## config.mk

```make
export PLATFORM = sky130hd
export DESIGN_NAME = trit_shifter
export DESIGN_NICKNAME = d
export VERILOG_FILES = /design/src/rtl/trit_shift_pkg.sv /design/src/rtl/trit_decode.sv /design/src/rtl/trit_mux_stage.sv /design/src/rtl/trit_shifter.sv
export SDC_FILE = /design/constraint.sdc
export NUM_CORES = 1
export LEC_CHECK = 0
export BUFFER_PORTS_ARGS = -buffer_cell sky130_fd_sc_hd__buf_2
export CAP_MARGIN = 20
export CORE_AREA = 2 2 96 70
export DETAILED_ROUTE_END_ITERATION = 7
export DIE_AREA = 0 0 98 72
export PLACE_DENSITY = 0.69
export SLEW_MARGIN = 10
export SYNTH_ARGS = -nofsm -noshare
export SYNTH_HDL_FRONTEND = slang
export SYNTH_SLANG_ARGS = --single-unit
```

## constraint.sdc

```tcl
create_clock -name clk -period 1.8 [get_ports clk]
set_input_delay 0.45 -clock clk [delete_from_list [all_inputs] [get_ports clk]]
set_output_delay 0.45 -clock clk [all_outputs]
set_load 0.02 [all_outputs]
```

## src/rtl/trit_shift_pkg.sv

```systemverilog
package trit_shift_pkg;

   // Select code for one 3-to-1 column: keep, move by one weight, move by two.
   typedef enum logic [1:0] {
      TRIT_0 = 2'd0,
      TRIT_1 = 2'd1,
      TRIT_2 = 2'd2
   } trit_e;

   function automatic int pow3(input int n);
      int r;
      r = 1;
      for (int i = 0; i < n; i++) r = r * 3;
      return r;
   endfunction

endpackage

```

## src/rtl/trit_decode.sv

```systemverilog
module trit_decode #(
   parameter int AMT_W      = 4,
   parameter int NUM_DIGITS = 2
) (
   input  logic [AMT_W-1:0]        amt,
   output logic [2*NUM_DIGITS-1:0] sel_vec,
   output logic                    illegal
);
   localparam int MAX_SHIFT = trit_shift_pkg::pow3(NUM_DIGITS) - 1;

   // Binary to base-3, least significant digit in the lowest select slot.
   always_comb begin
      int rem;
      rem = int'(amt);
      for (int k = 0; k < NUM_DIGITS; k++) begin
         sel_vec[2*k +: 2] = 2'(rem % 3);
         rem = rem / 3;
      end
      illegal = (int'(amt) > MAX_SHIFT);
   end

endmodule

```

## src/rtl/trit_mux_stage.sv

```systemverilog
module trit_mux_stage #(
   parameter int WIDTH  = 16,
   parameter int WEIGHT = 1
) (
   input  logic [WIDTH-1:0] din,
   input  logic [1:0]       sel,
   output logic [WIDTH-1:0] dout
);
   import trit_shift_pkg::*;

   for (genvar i = 0; i < WIDTH; i++) begin : g_bit
      logic src1, src2;
      if (i >= WEIGHT) begin : g_s1
         assign src1 = din[i-WEIGHT];
      end else begin : g_z1
         assign src1 = 1'b0;
      end
      if (i >= 2*WEIGHT) begin : g_s2
         assign src2 = din[i-2*WEIGHT];
      end else begin : g_z2
         assign src2 = 1'b0;
      end
      assign dout[i] = (sel == TRIT_2) ? src2 :
                       (sel == TRIT_1) ? src1 :
                       (sel == TRIT_0) ? din[i] : 1'b0;
   end

endmodule

```

## src/rtl/trit_shifter.sv

```systemverilog
module trit_shifter #(
   parameter int WIDTH      = 16,
   parameter int NUM_DIGITS = 2,
   parameter int AMT_W      = 4
) (
   input  logic             clk,
   input  logic             rst_n,
   input  logic             in_valid,
   input  logic [WIDTH-1:0] in_data,
   input  logic [AMT_W-1:0] in_amt,
   output logic             out_valid,
   output logic [WIDTH-1:0] out_data,
   output logic             shift_err
);
   localparam int MAX_SHIFT = trit_shift_pkg::pow3(NUM_DIGITS) - 1;
   localparam int SEL_W     = 2 * NUM_DIGITS;
   localparam int N         = NUM_DIGITS;

   if (NUM_DIGITS < 1) begin : g_bad_digits
      $error("trit_shifter: NUM_DIGITS must be at least 1");
   end
   if (MAX_SHIFT >= WIDTH) begin : g_bad_width
      $error("trit_shifter: WIDTH must exceed the largest shift");
   end
   if ((1 << AMT_W) <= MAX_SHIFT) begin : g_bad_amt
      $error("trit_shifter: AMT_W too narrow for the shift range");
   end

   // Pipeline: slot 0 is the input register, slot k+1 follows column k.
   logic [(N+1)*WIDTH-1:0] pd;
   logic [N:0]             pv;
   logic [N*SEL_W-1:0]     ps;
   logic [N-1:0]           pill;
   logic [N*WIDTH-1:0]     sd;
   logic [SEL_W-1:0]       dec_sel;
   logic                   dec_ill;
   logic                   err_q;

   trit_decode #(.AMT_W(AMT_W), .NUM_DIGITS(NUM_DIGITS)) u_decode (
      .amt     (in_amt),
      .sel_vec (dec_sel),
      .illegal (dec_ill)
   );

   for (genvar k = 0; k < N; k++) begin : g_col
      trit_mux_stage #(.WIDTH(WIDTH), .WEIGHT(trit_shift_pkg::pow3(k))) u_col (
         .din  (pd[k*WIDTH +: WIDTH]),
         .sel  (ps[k*SEL_W +: 2]),
         .dout (sd[k*WIDTH +: WIDTH])
      );
   end

   always_ff @(posedge clk or negedge rst_n) begin
      if (!rst_n) begin
         pd    <= '0;
         pv    <= '0;
         ps    <= '0;
         pill  <= '0;
         err_q <= 1'b0;
      end else begin
         pv[0] <= in_valid;
         if (in_valid) begin
            pd[0 +: WIDTH] <= in_data;
            ps[0 +: SEL_W] <= dec_sel;
            pill[0]        <= dec_ill;
         end
         for (int k = 0; k < N; k++) begin
            pv[k+1] <= pv[k];
            if (pv[k]) begin
               if (k == N-1) begin
                  pd[(k+1)*WIDTH +: WIDTH] <= pill[k] ? '0 : sd[k*WIDTH +: WIDTH];
               end else begin
                  pd[(k+1)*WIDTH +: WIDTH] <= sd[k*WIDTH +: WIDTH];
                  ps[(k+1)*SEL_W +: SEL_W] <= ps[k*SEL_W +: SEL_W] >> 2;
                  pill[k+1]                <= pill[k];
               end
            end
         end
         if (pv[N-1] && pill[N-1]) err_q <= 1'b1;
      end
   end

   assign out_valid = pv[N];
   assign out_data  = pd[N*WIDTH +: WIDTH];
   assign shift_err = err_q;

   function automatic int trit_sum(input logic [SEL_W-1:0] v);
      int s, w;
      s = 0;
      w = 1;
      for (int k = 0; k < NUM_DIGITS; k++) begin
         s = s + int'(v[2*k +: 2]) * w;
         w = w * 3;
      end
      return s;
   endfunction


   decode_digits_chk: assert property (@(posedge clk) disable iff (!rst_n)
      (pv[0] && !pill[0]) |-> (trit_sum(ps[0 +: SEL_W]) == int'($past(in_amt))));

   if (N > 1) begin : g_consumed

      digits_consumed_chk: assert property (@(posedge clk) disable iff (!rst_n)
         (pv[N-1] && !pill[N-1]) |-> (ps[(N-1)*SEL_W+2 +: SEL_W-2] == '0));
   end

   for (genvar k = 0; k < N; k++) begin : g_adv

      vld_advance_chk: assert property (@(posedge clk) disable iff (!rst_n)
         pv[k] |=> pv[k+1]);
   end


   err_sticky_chk: assert property (@(posedge clk) disable iff (!rst_n)
      err_q |=> err_q);


   err_rise_chk: assert property (@(posedge clk) disable iff (!rst_n)
      $rose(err_q) |-> (out_valid && out_data == '0));


   idle_hold_chk: assert property (@(posedge clk) disable iff (!rst_n)
      !pv[N-1] |=> $stable(out_data));

endmodule

```

==> Word level (Yosys, flattened, before mapping) <==
Index checks and enable logic that the tools add are counted.
{ "totals": {"ram_bits": 0, "reg_bits": 60, "latch_bits": 0, "in_bits": 23, "out_inout_bits": 18, "word_cells": 117, "mem_bits_ro": 0, "n_memories": 0} }
{ "op_classes": {"n_bitwise": 0, "eq_ne": 4, "n_mul": 0, "n_div": 3, "n_lt_le_gt_ge": 1, "reduce_logical": 3, "shift": 0, "addsub": 0, "mux": 97} }
{ "op_table": {"columns": ["op", "n"], "rows": [
  ["$mux W1", 96],
  ["$div A5 B3 Y32 const B", 1],
  ["$mod A32 B3 Y32 const B", 1],
  ["$mod A5 B3 Y32 const B", 1],
  ["$mux W16", 1],
  ["$eq A2 B1 Y1 const B", 2],
  ["$eq A2 B2 Y1 const B", 2],
  ["$gt A4 B4 Y1 const B", 1],
  ["$logic_not A2 Y1", 2],
  ["$logic_and A1 B1 Y1", 1]
]} }

==> Logic depth before layout (Yosys ltp) <==
Gate-level depths: netlist of the first run.
{ "depth": {"ltp_word": 5, "ltp_mapped": 12, "ltp_nobuf": 12} }

==> Hierarchy <==
Synthesis of the first run repeated with hierarchy kept, for this count alone.
{ "unflattened": {"hier_cells": 299, "area_unflattened_um2": 3418.3} }
{ "by_module_without_submodules": {"columns": ["mod", "cells_each", "area_each_um2", "seq_area_each_um2", "n_inst"], "rows": [
  ["trit_shifter", 173, 2441.1, 1501.4, 1],
  ["trit_mux_stage (g_col[0].u_col)", 51, 371.6, 0.0, 1],
  ["trit_mux_stage (g_col[1].u_col)", 42, 311.5, 0.0, 1],
  ["trit_decode", 33, 294.0, 0.0, 1]
]} }

==> Worst setup path before layout of the first run <==
OpenSTA, ideal clock, no wires.
{ "synth_path": {"path_type": "input-to-reg", "startpoint": "input port in_amt[2]", "endpoint": "register ps[2]", "slack_ns": -1.370, "n_path_buf": 1, "arrival_time_ns": 3.033, "path_stages": 12, "path_cell_list": "dlygate4sd3_1 -> ha_1 -> nand2_1 -> a22oi_1 -> mux2i_1 -> ha_1 -> nor4b_1 -> o21ai_4 -> ha_1 -> nor2_1 -> xor2_1 -> a21oi_1"} }
{ "synth_via": {"elab_chain_cells": 2} }
{ "synth_lines": {"columns": ["element", "line", "source"], "rows": [
  ["start, declared", "trit_shifter.sv:10", "input logic [AMT_W-1:0] in_amt,"],
  ["$div A5 B3 Y32", "trit_decode.sv:17", "rem = rem / 3;"],
  ["$mod A32 B3 Y32", "trit_decode.sv:16", "sel_vec[2*k +: 2] = 2'(rem % 3);"],
  ["end signal, assigned by index", "trit_shifter.sv:64", "ps[0 +: SEL_W] <= dec_sel;"],
  ["end signal, assigned by index", "trit_shifter.sv:74", "ps[(k+1)*SEL_W +: SEL_W] <= ps[k*SEL_W +: SEL_W] >> 2;"],
  ["end, declared", "trit_shifter.sv:32", "logic [N*SEL_W-1:0] ps;"]
]} }
Every way passes these cells.
A chain may end at the register's enable or synchronous reset.

==> Worst setup path after layout of the first run <==
Same ends and word-level chain as after synthesis.

==> report_table.html, run 1 <==
<table>
<tr><th>Metric</th><th>Value</th></tr>
<tr><th colspan="2">Die</th></tr>
<tr><td>Die outline area</td><td>about 0.0071 sq mm</td></tr>
<tr><td>Boundary pin count</td><td>41</td></tr>
<tr><td>Die H</td><td>approximately 72 um</td></tr>
<tr><td>Floorplan Core Area</td><td>roughly 0.0061 sq mm</td></tr>
<tr><td>Number of placement rows</td><td>24</td></tr>
<tr><td>Die outline width</td><td>a little under 100 um</td></tr>
<tr><td>Starting Density</td><td>0.492</td></tr>
<tr><th colspan="2">Logic synthesis</th></tr>
<tr><td>Yosys top cell by area</td><td>sky130_fd_sc_hd__dfrtp_1</td></tr>
<tr><td>Proportion of synthesized flip-flops having asynchronous set or reset</td><td>1.00</td></tr>
<tr><td>Fraction of synthesized cell area taken by the top area cell type</td><td>0.501</td></tr>
<tr><td>Post-Synthesis Net Count</td><td>335</td></tr>
<tr><td>Yosys cell types</td><td>32</td></tr>
<tr><td>FF+latch count, synth</td><td>60</td></tr>
<tr><td>Number of synthesized flops with an enable pin</td><td>0</td></tr>
<tr><td>Area of the mapped netlist</td><td>0.00300 sq mm</td></tr>
<tr><td>YS warnings</td><td>0</td></tr>
<tr><td>Dominant cells by area after synthesis</td><td>sky130_fd_sc_hd__dfrtp_1, sky130_fd_sc_hd__a21oi_1, sky130_fd_sc_hd__mux2_2</td></tr>
<tr><td>Instance count of the mapped netlist</td><td>between 300 and 400</td></tr>
<tr><td>Mean post-synth cell area</td><td>just under 10 sq um</td></tr>
<tr><td>Flip-flop cell with the highest count after synthesis</td><td>sky130_fd_sc_hd__dfrtp_1</td></tr>
<tr><td>Register area share after synthesis</td><td>0.501</td></tr>
<tr><th colspan="2">Clock tree</th></tr>
<tr><td>Clock Tree Root</td><td>sky130_fd_sc_hd__clkbuf_8</td></tr>
<tr><td>H-tree levels</td><td>3</td></tr>
<tr><td>Clock network latency to the later pin of the worst-skew pair</td><td>between 0.3 and 0.4 ns</td></tr>
<tr><td>TritonCTS clock tree</td><td>built</td></tr>
<tr><td>Clock-pin slew on the worst setup and hold paths</td><td>about 0.07 ns</td></tr>
<tr><td>Number of sinks on the clock net</td><td>60</td></tr>
<tr><td>Number of CTS-inserted buffers</td><td>9</td></tr>
<tr><td>Maximum root-to-sink buffer count</td><td>2</td></tr>
<tr><th colspan="2">Critical path</th></tr>
<tr><td>Data arrival, critical path</td><td>approximately 2.3 ns</td></tr>
<tr><td>Most frequent cell on the critical path</td><td>sky130_fd_sc_hd__ha_2</td></tr>
<tr><td>Cell type group with the largest total delay on the critical path</td><td>adder cells</td></tr>
<tr><td>Critical path class</td><td>in -&gt; reg</td></tr>
<tr><td>Peak fanout along the critical path</td><td>4</td></tr>
<tr><td>Cells on worst reg2reg path</td><td>3</td></tr>
<tr><td>Slowest library cell on the worst path</td><td>sky130_fd_sc_hd__mux2i_2</td></tr>
<tr><td>Number of gates on the worst path with buffers counted</td><td>13</td></tr>
<tr><td>Element type at the critical path end</td><td>flop</td></tr>
<tr><td>Data required time of the worst path</td><td>roughly 2 ns</td></tr>
<tr><td>Ordered list of cells on the worst path</td><td>buf_8, inv_2, nor2_2, ha_2, a22oi_2, mux2i_2, ha_2, nor4b_4, o21ai_4, ha_4, nor2_4, xor2_1, a21oi_1</td></tr>
<tr><td>Stage delay of the slowest cell on the critical path</td><td>~0.27 ns</td></tr>
<tr><td>Count of buffering cells on the critical path with inverters included</td><td>2</td></tr>
<tr><td>Startpoint class of the critical path</td><td>primary input</td></tr>
<tr><th colspan="2">Timing</th></tr>
<tr><td>Minimum period implied by the final worst setup slack</td><td>roughly 2.1 ns</td></tr>
<tr><td>Fmax</td><td>~0.47 GHz</td></tr>
<tr><td>Worst Clk Skew</td><td>0.0111 ns</td></tr>
<tr><td>Setup repair after global routing missed its margin</td><td>true</td></tr>
<tr><td>Number of failing hold endpoints at the final stage</td><td>0</td></tr>
<tr><td>Final setup violating endpoints</td><td>4</td></tr>
<tr><td>Final critical-path setup slack</td><td>-0.309 ns</td></tr>
<tr><td>Setup total negative slack</td><td>-1.11 ns</td></tr>
<tr><td>Slew at the pin closest to its max-slew limit</td><td>between 0.6 and 0.7 ns</td></tr>
<tr><td>Post-route clock period utilization</td><td>1.17</td></tr>
<tr><td>Max-Slew Margin vs Limit</td><td>0.579</td></tr>
<tr><td>Slew Viols, Final</td><td>0</td></tr>
<tr><th colspan="2">Flow run</th></tr>
<tr><td>Max-cap violations</td><td>0</td></tr>
<tr><th colspan="2">Placed design</th></tr>
<tr><td>Total of buffers placed on input and output ports</td><td>40</td></tr>
<tr><td>Post-place instance area</td><td>approximately 0.0034 sq mm</td></tr>
<tr><td>DP Wirelength</td><td>~4400 um</td></tr>
<tr><td>Worst slack at placement</td><td>-0.752 ns</td></tr>
<tr><td>Cell count after placement</td><td>about 430</td></tr>
<tr><td>Last weighted congestion value of the routability-driven placer</td><td>between 0.8 and 0.9</td></tr>
<tr><th colspan="2">GRT</th></tr>
<tr><td>Total routing resource utilization after global routing</td><td>0.189</td></tr>
<tr><td>Number of global-route vias before repair</td><td>between 2000 and 2500</td></tr>
<tr><td>Maximum number of pins on one net before global-route repair</td><td>43</td></tr>
<tr><td>Antenna violations before repair</td><td>0</td></tr>
<tr><td>Final global-route overflow total</td><td>0</td></tr>
<tr><td>First-pass GRT wire length</td><td>between 10000 and 15000 um</td></tr>
<tr><th colspan="2">Power</th></tr>
<tr><td>Proportion of power drawn by flip-flops and latches</td><td>0.446</td></tr>
<tr><td>Net switching fraction of the power</td><td>0.317</td></tr>
<tr><td>Switching power</td><td>around 1.3 mW</td></tr>
<tr><td>Maximum ir drop on the vdd rail</td><td>453 uV</td></tr>
<tr><td>Internal power consumption</td><td>2.71 mW</td></tr>
<tr><td>Power density over cell area</td><td>roughly 1100 mW/mm^2</td></tr>
<tr><td>Clock network fraction of design power</td><td>0.292</td></tr>
<tr><td>Leakage power summed over all cells</td><td>between 1.5 and 2 nW</td></tr>
<tr><td>Combinational cell fraction of total power</td><td>0.262</td></tr>
<tr><th colspan="2">Finish</th></tr>
<tr><td>Area growth syn-to-layout</td><td>22.8%</td></tr>
<tr><td>Number of non-filler instances in the completed layout</td><td>~450</td></tr>
<tr><td>Final layout net count</td><td>just under 400</td></tr>
<tr><td>Share of post-route cells with drive strength above 1</td><td>0.313</td></tr>
<tr><td>Ant diodes</td><td>0</td></tr>
<tr><td>Final design instance area without fill</td><td>~0.0037 sq mm</td></tr>
<tr><td>Filler cell count in the final layout</td><td>approximately 530</td></tr>
<tr><th colspan="2">Drt</th></tr>
<tr><td>Initial detailed-routing violation count</td><td>between 80 and 90</td></tr>
<tr><td>Routed vias</td><td>~2300</td></tr>
<tr><td>Routed wire length</td><td>6220 um</td></tr>
<tr><td>Number of optimization iterations in the first detailed-route pass</td><td>4</td></tr>
<tr><td>Remaining DRCs</td><td>0</td></tr>
<tr><td>Vias per cell</td><td>between 5 and 6</td></tr>
<tr><td>Number of antenna-violating nets in the routed design</td><td>0</td></tr>
<tr><td>Detail-routed net length per standard cell</td><td>14.0 um</td></tr>
<tr><th colspan="2">Worst hold path</th></tr>
<tr><td>Worst min path class</td><td>in -&gt; async</td></tr>
<tr><th colspan="2">Status</th></tr>
<tr><td>Failing checks</td><td>setup timing</td></tr>
<tr><td>Outcome</td><td>finished, violations left</td></tr>
</table>
## logic make-up after synthesis
family	synth area share
muxes	0.131
AOI/OAI and AO/OA	0.161
xor gates and xnor gates	0.00585
adders and majority gates	0.0209
buffers and inverters	0.0610
and+or+nand+nor	0.120
DFF	0.501
## synthesized netlist by cell type (2+ instances only)
library cell               instances
sky130_fd_sc_hd__a21oi_1          53
sky130_fd_sc_hd__a31oi_1           3
sky130_fd_sc_hd__buf_1             2
sky130_fd_sc_hd__buf_2             6
sky130_fd_sc_hd__clkbuf_1         12
sky130_fd_sc_hd__dfrtp_1          60
sky130_fd_sc_hd__ha_1              5
sky130_fd_sc_hd__inv_1            22
sky130_fd_sc_hd__mux2_2           21
sky130_fd_sc_hd__mux2i_1          14
sky130_fd_sc_hd__nand2_1           9
sky130_fd_sc_hd__nand2b_1          2
sky130_fd_sc_hd__nor2_1           44
sky130_fd_sc_hd__nor2b_1          17
sky130_fd_sc_hd__o21ai_0           8
sky130_fd_sc_hd__o22ai_1          13
## registers in the layout, summed over array words and instances (netlist names)
register	cells
pd	48
ps	6
pv	3
pill	2
shift_err	1
## area by class of cell
cell class | count | area (sq um) | share of cell area
multi-input combinational | 203 | 1380 | 0.375
inverter | 22 | 82.6 | 0.0224
clock buffer | 13 | 149 | 0.0405
clock inverter | 2 | 35.0 | 0.00952
tap | 78 | 97.6 | 0.0265
timing repair buffer | 67 | 435 | 0.118
sequential | 60 | 1500 | 0.408
## worst paths after layout
path                                              end  slack, ns                  start
worst max-delay path                ps[2]$_DFFE_PN0P_      -0.31              in_amt[2]
worst min-delay path               pd[47]$_DFFE_PN0P_       0.06                  rst_n
worst max register to register     pd[40]$_DFFE_PN0P_       0.30      ps[5]$_DFFE_PN0P_
worst min register to register  shift_err$_DFFE_PN0P_       0.45  shift_err$_DFFE_PN0P_
max in group asynchronous           pd[4]$_DFFE_PN0P_       1.18                  rst_n
min in group clk                    pd[7]$_DFFE_PN0P_       0.34             in_data[7]
## power groups by stage
stage / sequential (mW) / combinational [mW] / clock [mW]
2_1_floorplan: 1.78 / 0.701 / 0
3_3_place_gp: 1.78 / 0.990 / 0
3_5_place_dp: 1.79 / 1.01 / 0
4_1_cts: 1.77 / 1.04 / 1.19
5_1_grt: 1.79 / 1.16 / 1.25
6_report: 1.77 / 1.04 / 1.16
## per-stage QoR
step           utilization  hold WS [ns]  total power [mW]
5_1_grt              0.604        0.0683              4.21
6_report             0.604        0.0551              3.96
4_1_cts              0.602        0.0498              3.99
3_5_place_dp         0.563         0.418              2.80
2_1_floorplan            -         0.154              2.48
3_3_place_gp         0.563         0.411              2.77
## cell usage in the layout (no fill, tap or decap), types with 2 or more instances in the layout
cell type                  instances
sky130_fd_sc_hd__dfrtp_1          60
sky130_fd_sc_hd__a21oi_1          53
sky130_fd_sc_hd__nor2_1           42
sky130_fd_sc_hd__buf_2            38
sky130_fd_sc_hd__buf_4            26
sky130_fd_sc_hd__inv_1            21
sky130_fd_sc_hd__mux2_2           21
sky130_fd_sc_hd__nor2b_1          17
sky130_fd_sc_hd__mux2i_1          13
sky130_fd_sc_hd__o22ai_1          13
sky130_fd_sc_hd__clkbuf_8         10
sky130_fd_sc_hd__o21ai_0           8
sky130_fd_sc_hd__nand2_1           8
sky130_fd_sc_hd__a31oi_1           3
sky130_fd_sc_hd__clkbuf_1          3
sky130_fd_sc_hd__nand2b_1          2
sky130_fd_sc_hd__ha_4              2
sky130_fd_sc_hd__ha_2              2
sky130_fd_sc_hd__buf_8             2
## timing repair
item | in CTS | in global routing
endpoints found under the hold margin | 0 | 0
hold buffers | 0 | 0
setup buffers | 5 | 0
pin swaps | 8 | 7
resized for setup | 7 | 2
cloned | 0 | 0
endpoints found under the setup margin | 4 | 4
## routing by layer
metal | up-vias | wire length, um | global-route usage
met1 | 1117 | 2980 | 0.250
met5 | - | 0 | 0
met2 | 55 | 2870 | 0.292
met4 | 0 | 59 | 0.0648
met3 | 8 | 313 | 0.0713
li1 | 1166 | - | -
(Power assumes the default switching activity.)
==> run 2: changes to the inputs <==
CORE_AREA = 2 2 102 75   (was 2 2 96 70)
DIE_AREA = 0 0 104 77   (was 0 0 98 72)
PLACE_DENSITY = 0.68   (was 0.69)
SYNTH_HIERARCHICAL = 1   (was unset)
==> run 2 against run 1 <==
Net effect:
- the run still ends with setup timing left
- sequential share of layout area down 4.0 points
- register-to-register slack improved by 0.13 ns
- routed wire length grew 1.9%
- cell area rose by 11%
- critical path depth down 2
==> report_table.html, run 2 <==
<table>
<tr><th>Metric</th><th>Value</th></tr>
<tr><th colspan="2">Timing</th></tr>
<tr><td>Final setup violating endpoints</td><td>4 (unchanged)</td></tr>
<tr><td>Setup repair after global routing missed its margin</td><td>true (unchanged)</td></tr>
<tr><td>Minimum period implied by the final worst setup slack</td><td>2.38 ns (was 2.11 ns)</td></tr>
<tr><td>Fmax</td><td>0.420 GHz (was 0.474 GHz)</td></tr>
<tr><td>Slew Viols, Final</td><td>0 (unchanged)</td></tr>
<tr><td>Max-Slew Margin vs Limit</td><td>0.646 (was 0.579)</td></tr>
<tr><td>Slew at the pin closest to its max-slew limit</td><td>0.530 ns (was 0.631 ns)</td></tr>
<tr><td>Worst Clk Skew</td><td>0.00791 ns (was 0.0111 ns)</td></tr>
<tr><td>Post-route clock period utilization</td><td>1.32 (was 1.17)</td></tr>
<tr><td>Final critical-path setup slack</td><td>-0.584 ns (was -0.309 ns)</td></tr>
<tr><td>Number of failing hold endpoints at the final stage</td><td>0 (unchanged)</td></tr>
<tr><th colspan="2">Clock tree</th></tr>
<tr><td>Clock-pin slew on the worst setup and hold paths</td><td>0.07 ns (about the same)</td></tr>
<tr><td>Clock Tree Root</td><td>sky130_fd_sc_hd__clkbuf_8 (unchanged)</td></tr>
<tr><td>Clock network latency to the later pin of the worst-skew pair</td><td>0.34 ns (about the same)</td></tr>
<tr><td>H-tree levels</td><td>3 (unchanged)</td></tr>
<tr><td>TritonCTS clock tree</td><td>built (unchanged)</td></tr>
<tr><td>Number of CTS-inserted buffers</td><td>9 (unchanged)</td></tr>
<tr><td>Maximum root-to-sink buffer count</td><td>2 (unchanged)</td></tr>
<tr><td>Number of sinks on the clock net</td><td>60 (unchanged)</td></tr>
<tr><th colspan="2">Critical path</th></tr>
<tr><td>Critical path class</td><td>in -&gt; reg (unchanged)</td></tr>
<tr><td>Element type at the critical path end</td><td>flop (unchanged)</td></tr>
<tr><td>Cells on worst reg2reg path</td><td>4 (was 3)</td></tr>
<tr><td>Data required time of the worst path</td><td>2.02 ns (was 2.00 ns)</td></tr>
<tr><td>Peak fanout along the critical path</td><td>4 (unchanged)</td></tr>
<tr><td>Worst setup startpoint</td><td>in_amt[2] (unchanged)</td></tr>
<tr><td>Startpoint of the worst register-to-register path</td><td>ps[1]$_DFFE_PN0P_ (was ps[5]$_DFFE_PN0P_)</td></tr>
<tr><td>Data arrival, critical path</td><td>2.60 ns (was 2.31 ns)</td></tr>
<tr><td>Startpoint class of the critical path</td><td>primary input (unchanged)</td></tr>
<tr><th colspan="2">Logic synthesis</th></tr>
<tr><td>Yosys top cell by area</td><td>sky130_fd_sc_hd__dfrtp_1 (unchanged)</td></tr>
<tr><td>Yosys cell types</td><td>34 (was 32)</td></tr>
<tr><td>Area of the mapped netlist</td><td>0.00342 sq mm (was 0.00300 sq mm)</td></tr>
<tr><td>YS warnings</td><td>6 (was 0)</td></tr>
<tr><td>FF+latch count, synth</td><td>60 (unchanged)</td></tr>
<tr><td>Mean post-synth cell area</td><td>11.4 sq um (was 9.76 sq um)</td></tr>
<tr><td>Flip-flop cell with the highest count after synthesis</td><td>sky130_fd_sc_hd__dfrtp_1 (unchanged)</td></tr>
<tr><td>Top-count cell post-synth</td><td>sky130_fd_sc_hd__dfrtp_1 (unchanged)</td></tr>
<tr><td>Most common library cells after synthesis</td><td>sky130_fd_sc_hd__dfrtp_1, sky130_fd_sc_hd__nand3b_1, sky130_fd_sc_hd__mux2_2 (was sky130_fd_sc_hd__dfrtp_1, sky130_fd_sc_hd__a21oi_1, sky130_fd_sc_hd__nor2_1)</td></tr>
<tr><td>Fraction of synthesized cell area taken by the top area cell type</td><td>0.439 (was 0.501)</td></tr>
<tr><td>Proportion of synthesized flip-flops having asynchronous set or reset</td><td>1.00 (unchanged)</td></tr>
<tr><td>Post-Synthesis Net Count</td><td>327 (was 335)</td></tr>
<tr><td>Register area share after synthesis</td><td>0.439 (was 0.501)</td></tr>
<tr><td>Instance count of the mapped netlist</td><td>299 (was 307)</td></tr>
<tr><td>Dominant cells by area after synthesis</td><td>sky130_fd_sc_hd__dfrtp_1, sky130_fd_sc_hd__mux2_2, sky130_fd_sc_hd__mux2i_1 (was sky130_fd_sc_hd__dfrtp_1, sky130_fd_sc_hd__a21oi_1, sky130_fd_sc_hd__mux2_2)</td></tr>
<tr><td>Number of synthesized flops with an enable pin</td><td>0 (unchanged)</td></tr>
<tr><th colspan="2">Power</th></tr>
<tr><td>Leakage power summed over all cells</td><td>1.86 nW (was 1.69 nW)</td></tr>
<tr><td>Maximum ir drop on the vdd rail</td><td>505 uV (was 453 uV)</td></tr>
<tr><td>Power density over cell area</td><td>1150 mW/mm^2 (was 1080 mW/mm^2)</td></tr>
<tr><th colspan="2">Drt</th></tr>
<tr><td>Routed wire length</td><td>6330 um (was 6220 um)</td></tr>
<tr><td>Number of antenna-violating nets in the routed design</td><td>0 (unchanged)</td></tr>
<tr><td>Remaining DRCs</td><td>0 (unchanged)</td></tr>
<tr><td>Number of optimization iterations in the first detailed-route pass</td><td>4 (unchanged)</td></tr>
<tr><td>Vias per cell</td><td>5.02 (was 5.27)</td></tr>
<tr><td>Detail-routed net length per standard cell</td><td>14.3 um (was 14.0 um)</td></tr>
<tr><td>Routed vias</td><td>2230 (was 2346)</td></tr>
<tr><td>Initial detailed-routing violation count</td><td>69 (was 85)</td></tr>
<tr><th colspan="2">GRT</th></tr>
<tr><td>Total routing resource utilization after global routing</td><td>0.174 (was 0.189)</td></tr>
<tr><td>First-pass GRT wire length</td><td>11000 um (was 10500 um)</td></tr>
<tr><td>Maximum number of pins on one net before global-route repair</td><td>32 (was 43)</td></tr>
<tr><td>Number of global-route vias before repair</td><td>2205 (was 2226)</td></tr>
<tr><td>Antenna violations before repair</td><td>0 (unchanged)</td></tr>
<tr><td>Final global-route overflow total</td><td>0 (unchanged)</td></tr>
<tr><th colspan="2">Die</th></tr>
<tr><td>Number of placement rows</td><td>26 (was 24)</td></tr>
<tr><td>Die H</td><td>77 um (was 72 um)</td></tr>
<tr><td>Die outline width</td><td>104 um (was 98 um)</td></tr>
<tr><td>Die outline area</td><td>0.00801 sq mm (was 0.00706 sq mm)</td></tr>
<tr><td>Starting Density</td><td>0.486 (was 0.492)</td></tr>
<tr><td>Floorplan Core Area</td><td>0.00703 sq mm (was 0.00610 sq mm)</td></tr>
<tr><td>Boundary pin count</td><td>41 (unchanged)</td></tr>
<tr><th colspan="2">Finish</th></tr>
<tr><td>Share of post-route cells with drive strength above 1</td><td>0.402 (was 0.313)</td></tr>
<tr><td>Flip-flop count of the largest register, all copies and words added</td><td>48 (unchanged)</td></tr>
<tr><td>Area growth syn-to-layout</td><td>19.4% (was 22.8%)</td></tr>
<tr><td>Commonest cells after routing, fill and taps aside</td><td>sky130_fd_sc_hd__dfrtp_1, sky130_fd_sc_hd__buf_2, sky130_fd_sc_hd__nand3b_1, sky130_fd_sc_hd__mux2i_1, sky130_fd_sc_hd__mux2_2 (was sky130_fd_sc_hd__dfrtp_1, sky130_fd_sc_hd__a21oi_1, sky130_fd_sc_hd__nor2_1, sky130_fd_sc_hd__buf_2, sky130_fd_sc_hd__buf_4)</td></tr>
<tr><td>Largest Register</td><td>pd (unchanged)</td></tr>
<tr><td>Ant diodes</td><td>0 (unchanged)</td></tr>
<tr><td>Final layout net count</td><td>369 (was 391)</td></tr>
<tr><td>Most common library cell in the layout ignoring fill and taps</td><td>sky130_fd_sc_hd__dfrtp_1 (unchanged)</td></tr>
<tr><td>Share of the core filled with cells</td><td>0.581 (was 0.604)</td></tr>
<tr><td>Top Registers</td><td>pd: 48 flops, ps: 6 flops, pv: 3 flops (unchanged)</td></tr>
<tr><th colspan="2">Placed design</th></tr>
<tr><td>Total of buffers placed on input and output ports</td><td>40 (unchanged)</td></tr>
<tr><td>Worst slack at placement</td><td>-1.06 ns (was -0.752 ns)</td></tr>
<tr><td>DP Wirelength</td><td>4510 um (was 4450 um)</td></tr>
<tr><td>Last weighted congestion value of the routability-driven placer</td><td>0.759 (was 0.868)</td></tr>
<tr><th colspan="2">Flow run</th></tr>
<tr><td>Max-cap violations</td><td>0 (unchanged)</td></tr>
<tr><th colspan="2">Status</th></tr>
<tr><td>Outcome</td><td>finished, violations left (unchanged)</td></tr>
<tr><td>Failing checks</td><td>setup timing (unchanged)</td></tr>
<tr><th colspan="2">Worst hold path</th></tr>
<tr><td>Worst min path class</td><td>in -&gt; reg (was in -&gt; async)</td></tr>
<tr><td>Hold path depth</td><td>2</td></tr>
<tr><td>Min-Delay Startpoint</td><td>in_data[14]</td></tr>
</table>
run 2: cell types whose count changed in the layout (fill, tap and decap cells not counted), moves of 4 or more:
cell,change
sky130_fd_sc_hd__a21oi_1,-53
sky130_fd_sc_hd__inv_1,-4
sky130_fd_sc_hd__mux2_2,+6
sky130_fd_sc_hd__mux2_4,+13
sky130_fd_sc_hd__mux2i_1,+16
sky130_fd_sc_hd__nand2_1,-6
sky130_fd_sc_hd__nand3b_1,+37
sky130_fd_sc_hd__nor2_1,-36
sky130_fd_sc_hd__nor2b_1,-16
sky130_fd_sc_hd__o21ai_0,+9
sky130_fd_sc_hd__o21ai_1,+21
sky130_fd_sc_hd__o22ai_1,-13
run 2: per-layer routing:
| metal | vias up | GRT usage | wire length (um) |
|---|---|---|---|
| met5 | - | 0 | 0 |
| met4 | 0 | 0.0486 | 74 |
| met3 | 9 | 0.0570 | 232 |
| met2 | 43 | 0.257 | 2670 |
| met1 | 1060 | 0.245 | 3350 |
| li1 | 1118 | - | - |
run 2: logic make-up (layout without fill, tap and decap cells):
| family | after synthesis | after routing | synth area share |
|---|---|---|---|
| flip-flops | 60 | 60 | 0.439 |
| AND/OR/NAND/NOR | 56 | 56 | 0.118 |
| AO/OA/AOI/OAI | 49 | 49 | 0.0846 |
| adder cells (fa/ha/maj) | 5 | 5 | 0.0183 |
| multiplexers | 71 | 71 | 0.236 |
| buffers and inverters | 56 | 103 | 0.0988 |
| XOR/XNOR | 2 | 2 | 0.00513 |
run 2: power breakdown:
part	internal, mW	leakage [nW]	switching [mW]
sequential	1.62	0.742	0.254
clock	0.857	0.112	0.537
combinational	0.740	1.00	0.677
run 2: worst paths after layout:
path	end	slack (ns)
min reg2reg	shift_err$_DFFE_PN0P_	0.47
min in group asynchronous	pv[2]$_DFF_PN0_	0.52
min	pd[14]$_DFFE_PN0P_	0.34
max	ps[1]$_DFFE_PN0P_	-0.58
max reg2reg	pd[18]$_DFFE_PN0P_	0.43
max in group asynchronous	pd[43]$_DFFE_PN0P_	0.81
run 2: metrics by stage:
stage / instances / hold slack (ns) / instance area (sq um) / TNS, ns / power [mW]
2_1_floorplan: 299 / 0.154 / 3490 / -3.62 / 3.02
3_3_place_gp: 424 / 0.344 / 3740 / -3.63 / 3.24
3_5_place_dp: 424 / 0.345 / 3740 / -3.97 / 3.29
4_1_cts: 443 / 0.327 / 4070 / -1.87 / 4.73
5_1_grt: 444 / 0.320 / 4080 / -2.36 / 4.98
6_report: 444 / 0.339 / 4080 / -2.15 / 4.69
run 2: cell type report:
cell class	count	area [sq um]
clock buffers	11	151
repair buffers	68	454
inverters	19	73.8
fillers	610	2950
well taps	98	123
flip-flops and latches	60	1500
clock inverters	5	83.8
multi-input cells	183	1690
run 2: critical path, stage by stage:
cell and delay, ns:
sky130_fd_sc_hd__buf_8 0.09, sky130_fd_sc_hd__nor2b_4 0.18, sky130_fd_sc_hd__ha_4 0.17, sky130_fd_sc_hd__inv_4 0.04
sky130_fd_sc_hd__ha_4 0.25, sky130_fd_sc_hd__or3b_4 0.40, sky130_fd_sc_hd__o221ai_4 0.20, sky130_fd_sc_hd__nand3b_4 0.13
sky130_fd_sc_hd__buf_4 0.15, sky130_fd_sc_hd__mux2_4 0.28, sky130_fd_sc_hd__mux2_4 0.25
run 2: timing repair:
item	in CTS	in global routing
hold buffers	1	0
pin swaps	6	2
hold endpoints to repair	9	0
setup buffers	2	1
resized for setup	15	1
gates cloned	0	0
setup endpoints to repair	4	4
